## src/rtl/tmp_pkg.sv

```systemverilog
package tmp_pkg;
  localparam int unsigned FRAME_W_D  = 8;
  localparam logic [7:0]  CMD_READ_D = 8'h7F;
endpackage

```

## src/rtl/tmp_spi_port.sv

```systemverilog
module tmp_spi_port #(
  parameter int unsigned FRAME_W = 8
) (
  input  logic               clk,
  input  logic               rst_i,
  input  logic               sck,
  input  logic               cs_n,
  input  logic               mosi,
  input  logic [FRAME_W-1:0] tx_byte,
  output logic               miso,
  output logic               frame_ok,
  output logic [FRAME_W-1:0] rx_cmd,
  output logic               cs_idle
);
  localparam int unsigned CNT_W   = $clog2(FRAME_W + 2);
  localparam int unsigned CNT_MAX = FRAME_W + 1;

  logic               s_sck, s_cs, s_mosi, p_sck, p_cs;
  logic [CNT_W-1:0]   cnt_q, cnt_d;
  logic [FRAME_W-1:0] rx_q, rx_d, tx_q, tx_d;
  logic               sck_rise, sck_fall, cs_rise, cs_fall;

  assign sck_rise = s_sck & ~p_sck;
  assign sck_fall = ~s_sck & p_sck;
  assign cs_rise  = s_cs & ~p_cs;
  assign cs_fall  = ~s_cs & p_cs;

  always_comb begin
    cnt_d = cnt_q;
    rx_d  = rx_q;
    tx_d  = tx_q;
    if (cs_fall) begin
      cnt_d = '0;
      tx_d  = tx_byte;
    end else if (!s_cs) begin
      if (sck_rise) begin
        rx_d = {rx_q[FRAME_W-2:0], s_mosi};
        if (cnt_q != CNT_W'(CNT_MAX)) cnt_d = cnt_q + 1'b1;
      end
      if (sck_fall) tx_d = {tx_q[FRAME_W-2:0], 1'b0};
    end
  end

  always_ff @(posedge clk or negedge rst_i) begin
    if (!rst_i) begin
      s_sck  <= 1'b0;
      s_cs   <= 1'b1;
      s_mosi <= 1'b0;
      p_sck  <= 1'b0;
      p_cs   <= 1'b1;
      cnt_q  <= '0;
      rx_q   <= '0;
      tx_q   <= '0;
    end else begin
      s_sck  <= sck;
      s_cs   <= cs_n;
      s_mosi <= mosi;
      p_sck  <= s_sck;
      p_cs   <= s_cs;
      cnt_q  <= cnt_d;
      rx_q   <= rx_d;
      tx_q   <= tx_d;
    end
  end

  assign frame_ok = cs_rise && (cnt_q == CNT_W'(FRAME_W));
  assign rx_cmd   = rx_q;
  assign miso     = ~s_cs & tx_q[FRAME_W-1];
  assign cs_idle  = s_cs;
endmodule

```

## src/rtl/tmp_therm_core.sv

```systemverilog
module tmp_therm_core #(
  parameter int unsigned NCH      = 4,
  parameter int unsigned FRAME_W  = 8,
  parameter logic [7:0]  CMD_READ = 8'h7F
) (
  input  logic               clk,
  input  logic               rst_i,
  input  logic [NCH-1:0]     ot_flag,
  input  logic               frame_ok,
  input  logic [FRAME_W-1:0] rx_cmd,
  output logic [NCH-1:0]     stat,
  output logic [FRAME_W-1:0] tx_byte,
  output logic               pend
);
  logic [NCH-1:0] sticky_q, sticky_d, fresh_q, fresh_d, snap_q, snap_d;
  logic           pend_q, pend_d;
  logic [NCH-1:0] base;

  always_comb begin
    sticky_d = sticky_q | ot_flag;
    fresh_d  = fresh_q | ot_flag;
    snap_d   = snap_q;
    pend_d   = pend_q;
    base     = sticky_q | ot_flag;
    if (frame_ok) begin
      if (pend_q) begin
        base   = fresh_q | ot_flag;
        pend_d = 1'b0;
      end
      if (rx_cmd == FRAME_W'(CMD_READ)) begin
        snap_d  = base;
        pend_d  = 1'b1;
        fresh_d = '0;
      end
      sticky_d = base;
    end
  end

  always_ff @(posedge clk or negedge rst_i) begin
    if (!rst_i) begin
      sticky_q <= '0;
      fresh_q  <= '0;
      snap_q   <= '0;
      pend_q   <= 1'b0;
    end else begin
      sticky_q <= sticky_d;
      fresh_q  <= fresh_d;
      snap_q   <= snap_d;
      pend_q   <= pend_d;
    end
  end

  assign stat    = sticky_q;
  assign pend    = pend_q;
  assign tx_byte = pend_q ? FRAME_W'(snap_q) : '0;
endmodule

```

## src/rtl/tmp_fire_gate.sv

```systemverilog
module tmp_fire_gate #(
  parameter int unsigned NCH = 4
) (
  input  logic [NCH-1:0] req,
  input  logic [NCH-1:0] stat,
  output logic [NCH-1:0] en
);
  for (genvar i = 0; i < NCH; i++) begin : g_ch
    assign en[i] = req[i] & ~stat[i];
  end
endmodule

```

## src/rtl/tmp_thermal_latch.sv

```systemverilog
module tmp_thermal_latch #(
  parameter int unsigned NCH      = 4,
  parameter int unsigned FRAME_W  = tmp_pkg::FRAME_W_D,
  parameter logic [7:0]  CMD_READ = tmp_pkg::CMD_READ_D
) (
  input  logic           clk,
  input  logic           rst_n,
  input  logic           spi_sck,
  input  logic           spi_cs_n,
  input  logic           spi_mosi,
  output logic           spi_miso,
  input  logic [NCH-1:0] ot_flag,
  input  logic [NCH-1:0] fire_req,
  output logic [NCH-1:0] fire_en,
  output logic [NCH-1:0] thermal_stat
);
  logic [1:0]         rst_q;
  logic               rst_i;
  logic               frame_ok, cs_idle, pend;
  logic [FRAME_W-1:0] rx_cmd, tx_byte;

  always_ff @(posedge clk or negedge rst_n) begin
    if (!rst_n) rst_q <= 2'b00;
    else        rst_q <= {rst_q[0], 1'b1};
  end
  assign rst_i = rst_q[1];

  tmp_spi_port #(.FRAME_W(FRAME_W)) u_spi (
    .clk(clk), .rst_i(rst_i), .sck(spi_sck), .cs_n(spi_cs_n),
    .mosi(spi_mosi), .tx_byte(tx_byte), .miso(spi_miso),
    .frame_ok(frame_ok), .rx_cmd(rx_cmd), .cs_idle(cs_idle)
  );

  tmp_therm_core #(.NCH(NCH), .FRAME_W(FRAME_W), .CMD_READ(CMD_READ)) u_core (
    .clk(clk), .rst_i(rst_i), .ot_flag(ot_flag), .frame_ok(frame_ok),
    .rx_cmd(rx_cmd), .stat(thermal_stat), .tx_byte(tx_byte), .pend(pend)
  );

  tmp_fire_gate #(.NCH(NCH)) u_gate (
    .req(fire_req), .stat(thermal_stat), .en(fire_en)
  );
endmodule

```

## config.mk

```make
export PLATFORM = sky130hd
export DESIGN_NAME = tmp_thermal_latch
export DESIGN_NICKNAME = d
export VERILOG_FILES = /design/src/rtl/tmp_pkg.sv /design/src/rtl/tmp_spi_port.sv /design/src/rtl/tmp_therm_core.sv /design/src/rtl/tmp_fire_gate.sv /design/src/rtl/tmp_thermal_latch.sv
export SDC_FILE = /design/constraint.sdc
export NUM_CORES = 1
export LEC_CHECK = 0
export ABC_AREA = 1
export BUFFER_PORTS_ARGS = -buffer_cell sky130_fd_sc_hd__buf_2
export CORE_MARGIN = 8
export CORE_UTILIZATION = 61
export DETAILED_ROUTE_END_ITERATION = 10
export PLACE_DENSITY_LB_ADDON = 0.15
export RECOVER_POWER = 25
export SLEW_MARGIN = 0
export SYNTH_ARGS = -nofsm -noshare
export SYNTH_HDL_FRONTEND = slang
export SYNTH_SLANG_ARGS = --single-unit
```

## constraint.sdc

```tcl
create_clock -name clk -period 2.4 [get_ports clk]
set_input_delay 0.12 -clock clk [delete_from_list [all_inputs] [get_ports clk]]
set_output_delay 0.12 -clock clk [all_outputs]
set_load 0.02 [all_outputs]
```

# Yosys cells after proc, flatten, opt, wreduce, memory -nomap -nowiden
# Cells that the tools add are included.
[totals]
mem_count = 0
inputBits = 13
ram_bits = 0
latch_bits = 0
rom_bits = 0
output_inout_bits = 9
ff_bits = 40
wordCells = 59
[op_classes]
n_div = 0
n_eq_ne = 4
n_lt_le_gt_ge = 0
mux = 13
mul = 0
addsub = 1
n_shift = 0
n_reduce_logical = 8
n_bitwise = 20
[op_table]
columns = ["op", "n"]
rows = [
  ["4-bit 2-to-1 mux", 9],
  ["8-bit 2-to-1 mux", 3],
  ["1-bit AND", 9],
  ["1-bit inverter", 9],
  ["8-bit by 7-bit == test with 1-bit output (second input constant)", 1],
  ["4-bit bitwise OR", 2],
  ["3-bit AND reduction", 2],
  ["2-bit nonzero test", 3],
  ["4-bit by 1-bit adder with 4-bit output (second input constant)", 1],
  ["4-bit == test (second input constant)", 1],
  ["4-bit != test (second input constant)", 1],
  ["2-bit AND reduction", 2],
  ["2-bit != test (second input constant)", 1],
  ["1-bit logical AND", 1],
  ["1-bit 2-to-1 mux", 1],
]

# Logic depth before layout (Yosys ltp)
# Gate-level depths: netlist of run 1.
[depth]
depth_word = 5
mapped_depth = 8
depth_no_buf = 7

# Hierarchy
# From an unflattened synthesis of run 1, not the netlist that was laid out.
[hier_totals]
hier_cells = 245
area_unflattened_um2 = 1988.2
[modules_own_cells]
columns = ["module", "area_each_um2", "cells_per_inst", "seq_area_each_um2", "n_inst"]
rows = [
  ["tmp_spi_port", 1199.9, 137, 628.1, 1],
  ["tmp_therm_core", 694.4, 97, 325.3, 1],
  ["tmp_thermal_latch", 53.8, 3, 50.0, 1],
  ["tmp_fire_gate", 40.0, 8, 0.0, 1],
]

# Least setup slack after synthesis of run 1
# Ideal clock, no wire load.
[synth_path]
kind = "reg-to-reg"
start = "register u_spi.cnt_q[0]"
end = "register u_core.fresh_q[2]"
required_time_ns = 2.280
period_less_slack_ns = 1.227
arrival_time_ns = 1.106
stages_incl_launch_ff = 8
setup_ns = 0.120
setup_slack_ns = 1.173
n_path_buf = 0
path_cell_list = "dfrtp_1 inv_1 ha_1 nand2_2 nor2_8 nand2_4 inv_2 nor2_1"
[synth_via]
elab_chain_len = 3
[synth_rtl]
columns = ["item", "line", "rtl"]
rows = [
  ["start: declaration", "tmp_spi_port.sv:19", "logic [CNT_W-1:0] cnt_q, cnt_d;"],
  ["start signal: assignment", "tmp_spi_port.sv:60", "cnt_q <= cnt_d;"],
  ["4-bit == test", "tmp_spi_port.sv:66", "assign frame_ok = cs_rise && (cnt_q == CNT_W'(FRAME_W));"],
  ["1-bit logical AND", "tmp_spi_port.sv:66", ""],
  ["4-bit 2-to-1 mux", "tmp_therm_core.sv:25", "if (frame_ok) begin"],
  ["named net u_core.fresh_d[2]", "tmp_therm_core.sv:15", "logic [NCH-1:0] sticky_q, sticky_d, fresh_q, fresh_d, snap_q, snap_d;"],
  ["end signal: assignment", "tmp_therm_core.sv:47", "fresh_q <= fresh_d;"],
  ["end: declaration", "tmp_therm_core.sv:15", ""],
]
# The timed path passes the listed nets, and every way through them passes these cells.
# A chain may end at the register's enable or synchronous reset.

# Worst setup path after layout of run 1
[layout_path]
start = "register u_spi.s_cs, in the netlist u_spi.cs_idle"
end = "register u_core.fresh_q[1]"
[layout_via]
elab_chain_len = 3
[layout_rtl]
columns = ["item", "line", "rtl"]
rows = [
  ["start: declaration", "tmp_spi_port.sv:18", "logic s_sck, s_cs, s_mosi, p_sck, p_cs;"],
  ["start signal: assignment", "tmp_spi_port.sv:56", "s_cs <= cs_n;"],
  ["1-bit AND", "tmp_spi_port.sv:25", "assign cs_rise = s_cs & ~p_cs;"],
  ["1-bit logical AND", "tmp_spi_port.sv:66", ""],
  ["4-bit 2-to-1 mux", "tmp_therm_core.sv:25", ""],
  ["named net u_core.fresh_d[1]", "tmp_therm_core.sv:15", ""],
]
# The timed path passes the listed nets, and every way through them passes these cells.

==> results of run 1 <==
[path summary, 6_finish.rpt]
check,endpoint,cells past startpoint,start,slack (ps)
worst max-delay path,u_core.fresh_q[1],5,u_spi.cs_idle,960
worst min-delay path,u_core.fresh_q[0],3,ot_flag[0],30
worst max register to register,u_core.fresh_q[1],5,u_spi.cs_idle,960
worst min register to register,u_core.stat[0],0,rst_q[1],110
max in group asynchronous,u_spi.rx_cmd[3],1,rst_q[1],1270
min in group asynchronous,rst_q[1],2,rst_n,90
[layout by cell type (no fill, tap or decap), drive strengths merged, types with 3 or more instances in the layout]
cell         Yosys  final
buf              2     20
nand2           67     67
clkbuf           0      8
ha               3      3
dfrtp           38     38
nand4            6      6
nor2            24     24
nand3           23     23
dlygate4sd3      0      4
o21ai           13     13
inv             30     30
[report_power, final]
part,switching (mW),internal (mW),total (mW),leakage (nW)
clock network,0.220,0.140,0.360,0.0380
registers,0.0514,0.739,0.790,0.455
logic,0.107,0.0629,0.170,0.582
total,0.379,0.941,1.32,1.08
[cells by family (layout without fill, tap and decap cells)]
kind of cell | Yosys count | in the layout | synth area share (%)
simple gates | 120 | 120 | 29.73
flops | 40 | 40 | 55.20
buf+inv | 32 | 64 | 7.571
compound gates | 17 | 17 | 5.230
fa+ha+maj | 3 | 3 | 2.065
other cells | 1 | 1 | 0.2063
[stage by stage]
stage | hold slack (ps) | setup WS (ps) | instances | utilization [%]
after floorplan | -175.6 | 1173 | 213 | -
final | 30.84 | 960.1 | 278 | 69.32
after detailed placement | -91.53 | 1020 | 266 | 66.02
after global routing | 49.98 | 799.3 | 278 | 69.32
after CTS | 21.81 | 990.1 | 278 | 69.45
after global placement | -95.41 | 1011 | 266 | 66.02
[flip-flops by register name (all words and copies together) (netlist names)]
register        count
u_spi.cnt_q         4
u_core.snap_q       4
u_spi.rx_cmd        8
u_core.stat         4
u_spi.s_mosi        1
u_spi.p_sck         1
u_spi.cs_idle       1
u_core.fresh_q      4
u_spi.tx_q          8
u_spi.s_sck         1
u_spi.p_cs          1
u_core.pend         1
rst_q               2
[layer usage]
layer / wire, µm / global-route usage, % / part of all wire, %
met5: 0 / 0 / 0
met4: 54 / 7.390 / 1.5
met3: 149 / 4.237 / 4.2
met2: 1686 / 26.08 / 48
met1: 1634 / 18.70 / 46
[area by class of cell]
class                      count  share of cell area (%)
inverter                      30                   5.623
timing repair buffer          26                   7.274
sequential                    40                   49.02
tap                           33                   2.017
clock inverter                 2                  0.4890
multi-input combinational    141                   33.07
clock buffer                   6                   2.506
[what timing repair did]
item | 4_1_cts | 5_1_grt
hold endpoints to repair | 5 | 0
hold buffers | 4 | 0
setup buffers | 0 | 0
[worst max-delay path, stage by stage, from the launching register on]
cell	delay, ps
dfstp_1	660
nand2_2	190
nor2_8	230
nand2_4	90
inv_2	110
nor2_1	50
==> flow_metrics.py, run 1 <==
metrics = {
    "critical_path": {
        "cp-end-kind": "flop",
        "startpoint_type": "flop",
        "cp_max_fo": 10,
        "timing_worst_setup_path_type": "flop to flop",
        "arrival_ps": 1680,
        "required_ps": 2640,
    },
    "route": {
        "drtIter0Drc": 117,
        "dr.pass1.iters": 4,
        "drc_errors": 0,
        "wl_mm": 3.525,
        "routedWlPerCell_um": 12.68,
        "num_vias": 1439,
        "antenna_left": 0,
        "viasPerCell": 5.176,
    },
    "clocking": {
        "htree_levels": 2,
        "cts.path.max_buffers": 2,
        "cts_buffers": 5,
        "ctsResizeCount": 0,
        "clock_sinks": 40,
        "cts-root-buf": "clkbuf_4",
        "insertion_delay_ps": 350,
        "cts_tree": "yes",
        "path_clk_slew_ps": 120,
    },
    "sta": {
        "setup_viol": 0,
        "drv_slew": 0,
        "finalCriticalPeriod_ps": 1440,
        "tns_ps": 0,
        "slew_headroom_pct": 51.33,
        "timing.fmax_mhz": 694.5,
        "skew_ps": 14.49,
        "finalHoldViolations": 0,
        "tightest_slew_ps": 730.0,
        "grt_setup_unrepaired": "no",
        "fin_crit_sh_pct": 60.00,
    },
    "run_status": {
        "status": "finished, final reports clean",
    },
    "yosys": {
        "synth_top_area_cell": "dfrtp_1",
        "ys_seq_elements": 40,
        "synthCells": 213,
        "avgSynthCellArea_um2": 8.535,
        "async_flop_share_pct": 100.0,
        "ys_seq_area_share_pct": 55.20,
        "synth_cell_types": 21,
        "synthTopCellsByArea": "dfrtp_1, nand2_1, nand3_1",
        "syn-num-nets": 229,
        "synth_area_um2": 1818,
        "synth_edf_count": 0,
        "synth_top_cell_area_share_pct": 52.31,
        "ys_top_cells_by_count": "nand2_1, dfrtp_1, inv_1",
        "ys.flop_type": "dfrtp_1",
        "yosysWarnings": 0,
        "synth_most_common_cell": "nand2_1",
    },
    "power": {
        "leakage_nw": 1.075,
        "p_total_mw": 1.320,
        "ir_drop_v": 0.0004999,
        "powerDensity_nw_per_um2": 644.8,
    },
    "placed_design": {
        "place_congestion": 0.8763,
        "dp_hpwl_mm": 2.565,
        "place_area_um2": 1949,
        "port_buffers": 21,
    },
    "global_routing": {
        "grt_overflow": 0,
        "grt_pass1_wl_mm": 6.334,
        "grt_usage_pct": 15.80,
        "grt_max_degree": 32,
        "grt_pass1_vias": 1492,
        "antenna_found_initial": 0,
    },
    "final_layout": {
        "finish.instance_area_um2": 2047,
        "area_delta_synth_final_pct": 12.59,
        "drive_gt1_share_pct": 19.59,
        "num-nets-final": 260,
        "seq_area_um2": 1003,
        "diodes": 0,
        "nFillCells": 234,
        "multi_input_area_um2": 676.9,
    },
    "run": {
        "maxCapViolCount": 0,
    },
    "floorplanning": {
        "rows": 20,
        "die_h_um": 70.59,
        "fp.dieW_um": 70.59,
        "start_util_pct": 61.57,
        "dieArea_um2": 4983,
        "io-pin-count": 22,
        "core_area_um2": 2953,
    },
    "worst_hold_path": {
        "hp-class": "input port to flop",
    },
}
Power figures use the tool's default switching activity.
==> run 2, diff against run 1 <==
--- a/config.mk
+++ b/config.mk
@@ -5,10 +5,10 @@
 export SDC_FILE = /design/constraint.sdc
 export NUM_CORES = 1
 export LEC_CHECK = 0
-export ABC_AREA = 1
+export ABC_AREA = 0
 export BUFFER_PORTS_ARGS = -buffer_cell sky130_fd_sc_hd__buf_2
 export CORE_MARGIN = 8
-export CORE_UTILIZATION = 61
+export CORE_UTILIZATION = 56
 export DETAILED_ROUTE_END_ITERATION = 10
 export PLACE_DENSITY_LB_ADDON = 0.15
 export RECOVER_POWER = 25
==> constraint.sdc (replaced) <==
create_clock -name clk -period 1.5 [get_ports clk]
set_input_delay 0.075 -clock clk [delete_from_list [all_inputs] [get_ports clk]]
set_output_delay 0.075 -clock clk [all_outputs]
set_load 0.02 [all_outputs]
==> run 2 against run 1 <==
  * Synthesized area decreased by 4.7%
  * Worst hold slack improved by 100 ps
  * Flip-flop and latch count stayed put
  * Clock power rose by 45%
  * Final area rose by 7.3%
  * Routed wire length decreased by 6.8%
  * Critical endpoint is now u_spi.cnt_q[2]
  * Largest cell class unchanged
==> flow_metrics.py, run 2 <==
metrics = {
    "clocking": {
        "insertion_delay_ps": 360,
        "cts-root-buf": "clkbuf_4",
        "path_clk_slew_ps": 130,
        "cts_buffers": 5,
        "clock_sinks": 40,
        "cts.path.max_buffers": 2,
        "htree_levels": 2,
        "cts_tree": "yes",
    },
    "route": {
        "routedWlPerCell_um": 14.67,
        "antenna_left": 0,
        "met2_length_mm": 1.649,
        "wl_met1_mm": 1.435,
        "wl_met3_um": 148,
        "num_vias": 1195,
        "drtIter0Drc": 52,
        "top_layer_used": "met4",
        "viasPerCell": 5.335,
        "dr.pass1.iters": 4,
        "wl_mm": 3.285,
        "drc_errors": 0,
    },
    "power": {
        "ir_drop_v": 0.0006964,
        "powerDensity_nw_per_um2": 898.6,
        "leakage_nw": 1.052,
    },
    "global_routing": {
        "grt_pass1_vias": 1249,
        "grt_usage_pct": 14.29,
        "grt_overflow": 0,
        "grt_pass1_wl_mm": 5.582,
        "grt_max_degree": 31,
        "antenna_found_initial": 0,
    },
    "final_layout": {
        "area_delta_synth_final_pct": 26.88,
        "mostFrequentLayoutCell": "dfrtp_1",
        "layout_common_cells": "dfrtp_1, buf_2, nor2b_1, mux2i_1, buf_4",
        "num-nets-final": 206,
        "drive_gt1_share_pct": 33.51,
        "finish.instance_area_um2": 2197,
        "instances_no_fill": 224,
        "nFillCells": 219,
        "diodes": 0,
    },
    "yosys": {
        "synth_area_um2": 1732,
        "synth_top_cell_area_share_pct": 54.91,
        "synthXorXnorAreaFrac_pct": 0,
        "ys_top_cells_by_count": "dfrtp_1, mux2i_1, nor2b_1",
        "synth_top_area_cell": "dfrtp_1",
        "ys.flop_type": "dfrtp_1",
        "ys_seq_elements": 40,
        "synth_edf_count": 0,
        "async_flop_share_pct": 100.0,
        "synthAdderAreaFrac_pct": 2.168,
        "synth_top_family_by_area": "simple AND/OR/NAND/NOR gates",
        "synthTopCellsByArea": "dfrtp_1, mux2i_1, mux2_2",
        "synthSimpleGateAreaFrac_pct": 15.17,
        "synth_cell_types": 34,
        "yosysWarnings": 0,
        "syn-num-nets": 156,
        "avgSynthCellArea_um2": 12.37,
        "synth_compound_area_share_pct": 8.309,
        "synth_most_common_cell": "dfrtp_1",
        "ys_seq_area_share_pct": 57.95,
        "synthMuxAreaShare_pct": 13.37,
        "synthCells": 140,
    },
    "run": {
        "maxCapViolCount": 0,
    },
    "floorplanning": {
        "die_h_um": 71.61,
        "start_util_pct": 57.67,
        "dieArea_um2": 5128,
        "io-pin-count": 22,
        "rows": 20,
        "core_area_um2": 3003,
        "fp.dieW_um": 71.61,
    },
    "critical_path": {
        "critical_path.startpoint": "u_spi.p_sck",
        "r2r_slack_ps": 7,
        "cp_max_fo": 3,
        "arrival_ps": 1770,
        "startpoint_type": "flop",
        "cp-end-kind": "flop",
        "crit-reg2reg-launch": "u_spi.p_sck",
        "required_ps": 1780,
        "timing_worst_setup_path_type": "flop to flop",
    },
    "sta": {
        "drv_slew": 0,
        "finalCriticalPeriod_ps": 1493,
        "skew_ps": 17.84,
        "tns_ps": 0,
        "tightest_slew_ps": 722.9,
        "fin_crit_sh_pct": 99.52,
        "setup_viol": 0,
        "fin_ws_ps": 7.243,
        "timing.fmax_mhz": 669.9,
        "slew_headroom_pct": 51.80,
        "grt_setup_unrepaired": "yes",
        "finalHoldViolations": 0,
    },
    "placed_design": {
        "place_area_um2": 1959,
        "dp_slack_ps": -9.094,
        "port_buffers": 21,
        "place_congestion": 0.7957,
        "dp_cells": 202,
        "dp_hpwl_mm": 2.231,
    },
    "worst_hold_path": {
        "hp-class": "flop to asynchronous set/reset pin",
    },
    "run_status": {
        "status": "finished, final reports clean",
    },
}
## run 2: cell types whose count changed in the layout (fill, tap and decap cells not counted), sizes merged, moves of 8 or more
cell | previous run | this run
o21ai | 13 | 5
mux2 | 0 | 9
nor2 | 24 | 7
buf | 20 | 34
mux2i | 0 | 13
inv | 30 | 8
nand2 | 67 | 4
nor2b | 0 | 12
nand3 | 23 | 4
## run 2: cell type report
| class | instances | area [µm²] | share of cell area (%) |
|---|---|---|---|
| Clock inverter | 2 | 12.51 | 0.5695 |
| Multi-Input combinational cell | 89 | 744.5 | 33.88 |
| Inverter | 8 | 30.03 | 1.367 |
| Sequential cell | 40 | 1003 | 45.67 |
| Tap cell | 33 | 41.29 | 1.879 |
| Clock buffer | 6 | 41.29 | 1.879 |
| Timing Repair Buffer | 46 | 324.1 | 14.75 |
## run 2: worst paths after layout
path	endpoint	cells after the start
min	u_core.fresh_q[1]	0
max in group asynchronous	u_spi.tx_q[7]	1
max	u_spi.cnt_q[2]	3
max reg2reg	u_spi.cnt_q[2]	3
min reg2reg	u_core.fresh_q[1]	0
min in group clk	rst_q[1]	0
## run 2: where the power goes
part,total [mW],switching (mW),internal (mW)
sequential,1.21,0.0602,1.15
clock,0.523,0.342,0.181
combinational,0.238,0.0856,0.152
total,1.97,0.488,1.49
## run 2: critical path, stage by stage (launching register included)
cell and delay (ps):
dfrtp_1 390, or3b_4 420, or4_4 490, a21oi_2 130
## run 2: cell families (layout without fill, tap and decap cells)
logic type	count (synthesis)	in the layout
flops	40	40
buf+inv	11	62
fa+ha+maj	3	3
compound gates	21	21
mux	22	22
other cells	1	1
simple gates	42	42
## run 2: per-layer routing
metal / global-route usage [%] / up-vias
li1: - / 588
met4: 6.122 / 0
met5: 0 / -
met2: 22.47 / 22
met3: 7.113 / 6
met1: 15.97 / 579
## run 2: what timing repair did
action                                  CTS  global route
buffers inserted                          4             1
hold buffers                              8             1
endpoints found under the setup margin   10            25
pin swaps                                 1             3
resized for setup                         7            10
hold endpoints to repair                  9             2
## run 2: per-stage QoR
stage	hold WS (ps)	power [mW]	utilization, %
after global routing	177.3	2.080	73.17
after floorplan	-220.6	1.319	-
after detailed placement	-137.5	1.399	65.25
after CTS	15.11	1.973	72.00
final	131.9	1.974	73.17
after global placement	-140.6	1.382	65.25
